--- config.mk ---
export PLATFORM = sky130hd
export DESIGN_NAME = mmd_divider
export DESIGN_NICKNAME = d
export VERILOG_FILES = /design/src/rtl/mmd_pkg.sv /design/src/rtl/mmd_cell.sv /design/src/rtl/mmd_word_reg.sv /design/src/rtl/mmd_divider.sv
export SDC_FILE = /design/constraint.sdc
export NUM_CORES = 1
export LEC_CHECK = 0
export BUFFER_PORTS_ARGS = -buffer_cell sky130_fd_sc_hd__buf_2
export CORE_MARGIN = 4
export CORE_UTILIZATION = 40
export CTS_CLUSTER_SIZE = 25
export DETAILED_ROUTE_END_ITERATION = 12
export PLACE_DENSITY = 0.66
export SLEW_MARGIN = 20
export SYNTH_ARGS = -nofsm -noshare
export SYNTH_HDL_FRONTEND = slang
export SYNTH_HIERARCHICAL = 1
export SYNTH_SLANG_ARGS = --single-unit
--- constraint.sdc ---
create_clock -name clk -period 5.75 [get_ports clk]
set_input_delay 0.575 -clock clk [delete_from_list [all_inputs] [get_ports clk]]
set_output_delay 0.575 -clock clk [all_outputs]
set_load 0.05 [all_outputs]
--- src/rtl/mmd_pkg.sv ---
`timescale 1ns/1ps
package mmd_pkg;

    // Phase of one divide-by-2/3 cell within its own output cycle.
    typedef enum logic [1:0] {
        PH_LOW   = 2'd0,
        PH_HIGH  = 2'd1,
        PH_EXTRA = 2'd2
    } cell_phase_e;

endpackage

--- src/rtl/mmd_cell.sv ---
`timescale 1ns/1ps
module mmd_cell
    import mmd_pkg::*;
(
    input  logic clk,
    input  logic rst,
    input  logic active,
    input  logic en_in,
    input  logic prog,
    input  logic mc_in,
    output logic en_out,
    output logic mc_out,
    output logic swallow
);

    cell_phase_e st_q;
    cell_phase_e st_d;
    logic        take_extra;

    // A cell stretches its cycle only when both its bit and the control agree.
    assign take_extra = prog & mc_in;

    always_ff @(posedge clk) begin
        if (rst) begin
            st_q <= PH_LOW;
        end else begin
            st_q <= st_d;
        end
    end

    always_comb begin
        st_d = st_q;
        unique case (st_q)
            PH_LOW:   if (en_in) st_d = PH_HIGH;
            PH_HIGH:  if (en_in) st_d = take_extra ? PH_EXTRA : PH_LOW;
            PH_EXTRA: if (en_in) st_d = PH_LOW;
            default:  st_d = PH_LOW;
        endcase
        if (!active) begin
            st_d = PH_LOW;
        end
    end

    // Outputs: wrap enable to the next cell, control back to the previous one.
    always_comb begin
        en_out  = 1'b0;
        mc_out  = 1'b0;
        swallow = 1'b0;
        unique case (st_q)
            PH_LOW: begin
                en_out  = 1'b0;
                mc_out  = 1'b0;
            end
            PH_HIGH: begin
                en_out  = en_in & active & ~take_extra;
                mc_out  = mc_in & active & ~prog;
                swallow = en_in & active & take_extra;
            end
            PH_EXTRA: begin
                en_out  = en_in & active;
                mc_out  = mc_in & active;
            end
            default: begin
                en_out  = 1'b0;
                mc_out  = 1'b0;
            end
        endcase
    end

endmodule

--- src/rtl/mmd_word_reg.sv ---
`timescale 1ns/1ps
module mmd_word_reg #(
    parameter int WORD_W = 6,
    parameter int OFFS_W = 4
) (
    input  logic              clk,
    input  logic              rst,
    input  logic              load,
    input  logic              sel_in,
    input  logic [WORD_W-1:0] coarse,
    input  logic [OFFS_W-1:0] offset,
    output logic [WORD_W-1:0] word_q,
    output logic              sel_q
);

    localparam int EXT_W = WORD_W - OFFS_W;

    logic [WORD_W-1:0] offs_ext;
    logic [WORD_W-1:0] word_sum;

    assign offs_ext = {{EXT_W{offset[OFFS_W-1]}}, offset};
    assign word_sum = coarse + offs_ext;

    // Loaded through reset and at each period boundary only.
    always_ff @(posedge clk) begin
        if (rst || load) begin
            word_q <= word_sum;
            sel_q  <= sel_in;
        end
    end

endmodule

--- src/rtl/mmd_divider.sv ---
`timescale 1ns/1ps
module mmd_divider #(
    parameter int CELLS_MAX = 6,
    parameter int OFFS_W    = 4
) (
    input  logic                 clk,
    input  logic                 rst,
    input  logic                 sel_long,
    input  logic [CELLS_MAX-1:0] coarse_cnt,
    input  logic [OFFS_W-1:0]    mod_offset,
    output logic                 div_out
);

    localparam int WORD_W     = CELLS_MAX;
    localparam int LAST_LONG  = CELLS_MAX - 1;
    localparam int LAST_SHORT = CELLS_MAX - 2;

    logic [WORD_W-1:0]    word_q;
    logic                 sel_q;
    logic [CELLS_MAX:0]   en_chain;
    logic [CELLS_MAX:0]   mc_chain;
    logic [CELLS_MAX-1:0] cell_active;
    logic [CELLS_MAX-1:0] cell_mc_in;
    logic [CELLS_MAX-1:0] swallow_vec;
    logic                 top_en;
    logic                 boundary;

    mmd_word_reg #(
        .WORD_W (WORD_W),
        .OFFS_W (OFFS_W)
    ) u_word (
        .clk    (clk),
        .rst    (rst),
        .load   (boundary),
        .sel_in (sel_long),
        .coarse (coarse_cnt),
        .offset (mod_offset),
        .word_q (word_q),
        .sel_q  (sel_q)
    );

    assign en_chain[0]         = 1'b1;
    assign mc_chain[CELLS_MAX] = 1'b1;

    for (genvar g = 0; g < CELLS_MAX; g++) begin : g_cell
        if (g == LAST_LONG) begin : g_top
            assign cell_active[g] = sel_q;
            assign cell_mc_in[g]  = mc_chain[g+1];
        end else if (g == LAST_SHORT) begin : g_short_top
            assign cell_active[g] = 1'b1;
            assign cell_mc_in[g]  = ~sel_q | mc_chain[g+1];
        end else begin : g_inner
            assign cell_active[g] = 1'b1;
            assign cell_mc_in[g]  = mc_chain[g+1];
        end

        mmd_cell u_cell (
            .clk     (clk),
            .rst     (rst),
            .active  (cell_active[g]),
            .en_in   (en_chain[g]),
            .prog    (word_q[g]),
            .mc_in   (cell_mc_in[g]),
            .en_out  (en_chain[g+1]),
            .mc_out  (mc_chain[g]),
            .swallow (swallow_vec[g])
        );
    end

    // Chain wraps when the last active cell completes; the control reaching
    // the first cell marks the same final input cycle.
    assign top_en   = sel_q ? en_chain[CELLS_MAX] : en_chain[CELLS_MAX-1];
    assign boundary = top_en & mc_chain[0];

    always_ff @(posedge clk) begin
        if (rst) begin
            div_out <= 1'b0;
        end else begin
            div_out <= boundary;
        end
    end

endmodule

==> results.json <==
{
  "status": "completed",
  "cts_sinks": 20,
  "max_clock_freq_ghz": 0.2075,
  "insertion_delay_ns": 0.26,
  "swShare": 0.2408,
  "arrival_ns": 4.78,
  "whs_ns": 0.4871,
  "p_seq_frac": 0.523,
  "place_ws_ns": 0.9014,
  "comb_power_share": 0.123,
  "end_kind": "register",
  "final_cells": 272,
  "initial_utilization": 0.4194,
  "start_kind": "register",
  "critPathLaunch": "g_cell[5].u_cell/st_q[0]",
  "rrSetupSlack_ns": 0.93,
  "cts_tree": "yes",
  "coreArea_um2": 4058,
  "grt.total_usage": 0.1091,
  "cp_top_family": "simple AND/OR/NAND/NOR gates",
  "placementRows": 23,
  "drt_iter0_markers": 47,
  "cts-resized-gates": 0,
  "path_buf_inv": 1,
  "syn_avg_cell_area_um2": 9.299,
  "htree_levels": 1,
  "cts_hold_buf": 0,
  "vdd_drop_max_v": 0.0001003,
  "ioPinCount": 14,
  "vias": 1286,
  "dieHeight_um": 73.23,
  "final-setup-viol-count": 0,
  "required_ns": 5.71,
  "syn_area_um2": 1702,
  "place.gp.congestion": 0.7665,
  "finalCritPeriodShare": 0.8382,
  "slowest_delay_ns": 0.38,
  "setup_tns_ns": 0,
  "clkPwrFrac": 0.355,
  "synth-warning-count": 6,
  "max_cap_viol_count": 0,
  "slowest_stage": "dfxtp_1",
  "setup_slack_ns": 0.9303,
  "whs_path_depth": 1,
  "final_core_util": 0.4847,
  "drive_gt1_frac": 0.1532,
  "hpwlAfterDp_um": 2267,
  "wl_per_cell_um": 10.39,
  "n_antenna_cell": 0,
  "whs_endpoint": "u_word/sel_q",
  "switching_power_mw": 0.07447,
  "period_minus_slack_ns": 4.820,
  "rsz0062_at_grt": "no",
  "placed_cells": 268,
  "port_buffers": 13,
  "grt_max_degree": 12,
  "finClkSkew_ns": 0.002577,
  "power_density_nw_per_um2": 157.3,
  "firstDrtPassIters": 4,
  "numCtsBuffers": 3,
  "die_area_um2": 5362,
  "wirelength_um": 2827,
  "final_antenna_net_count": 0,
  "hold_path_class": "in2reg",
  "clk_pin_slew_ns": 0.08,
  "final_cell_mix": "ha_1 (35), conb_1 (23), inv_1 (18)",
  "final_net_count": 272,
  "r2r_cells": 29,
  "hold_viol_final": 0,
  "vias_per_cell": 4.728,
  "grt_remaining_overflow": 0,
  "min_from": "sel_long",
  "p_int_mw": 0.2348,
  "grt_pass1_wl_um": 4678,
  "fp.dieW_um": 73.23,
  "power.leakage_nw": 0.8055,
  "crit_top_cell": "nor2_1",
  "r2r_start": "g_cell[5].u_cell/st_q[0]",
  "layout_commonest_cell": "ha_1",
  "path_max_fanout": 7,
  "maxSlewViolCount": 0,
  "antenna_found_initial": 0,
  "ctsLongestPathBuffers": 2,
  "fill_cells": 407,
  "cts_root_buf": "clkbuf_8",
  "drcViolationCount": 0,
  "grt_pass1_vias": 1155,
  "synth_cells": 183,
  "critical_path_class": "reg2reg",
  "worstReg2RegEnd": "u_word/word_q[1]",
  "cts_setup_buffers": 0,
  "area_delta_synth_final_pct": 15.59
}
==> through the flow <==
stage	cell area, um^2	power, mW
after global routing	1967	0.3255
final	1967	0.3093
after floorplan	1784	0.1914
after CTS	1967	0.3146
after global placement	1912	0.2023
after detailed placement	1912	0.2030
==> worst max path at each step <==
stage,end,depth (start not counted)
2_1_floorplan,u_word/sel_q,29
3_3_place_gp,u_word/word_q[0],29
3_5_place_dp,u_word/word_q[0],29
4_1_cts,u_word/word_q[1],29
5_1_grt,u_word/word_q[3],29
6_report,u_word/word_q[1],29
==> area by class of cell <==
type / instances / area, um^2 / share of cell area
clock buffers: 4 / 55.05 / 0.02799
inverters: 18 / 67.56 / 0.03435
multi-input cells: 167 / 1246 / 0.6336
flip-flops and latches: 20 / 470.5 / 0.2392
well taps: 50 / 62.56 / 0.03181
repair buffers: 13 / 65.06 / 0.03308
==> routing by layer <==
layer,vias to the layer above,part of all wire,track usage
met5,-,0,0
met4,0,0.0085,0.03074
met3,2,0.028,0.02066
met2,12,0.46,0.1847
met1,575,0.50,0.1405
li1,697,-,-
==> power by group through the flow <==
stage,combinational (mW),clock [mW],sequential [mW]
floorplan,0.0282,0,0.163
global placement,0.0374,0,0.165
detailed placement,0.0378,0,0.165
CTS,0.0382,0.115,0.162
global route,0.0439,0.119,0.163
finish,0.0379,0.110,0.162
==> sequential cells by signal, summed over array words and instances, names as in the netlist <==
name / flops
u_word/word_q: 6
g_cell.u_cell/st_q: 12
u_word/sel_q: 1
div_out: 1
(Power assumes the default switching activity.)
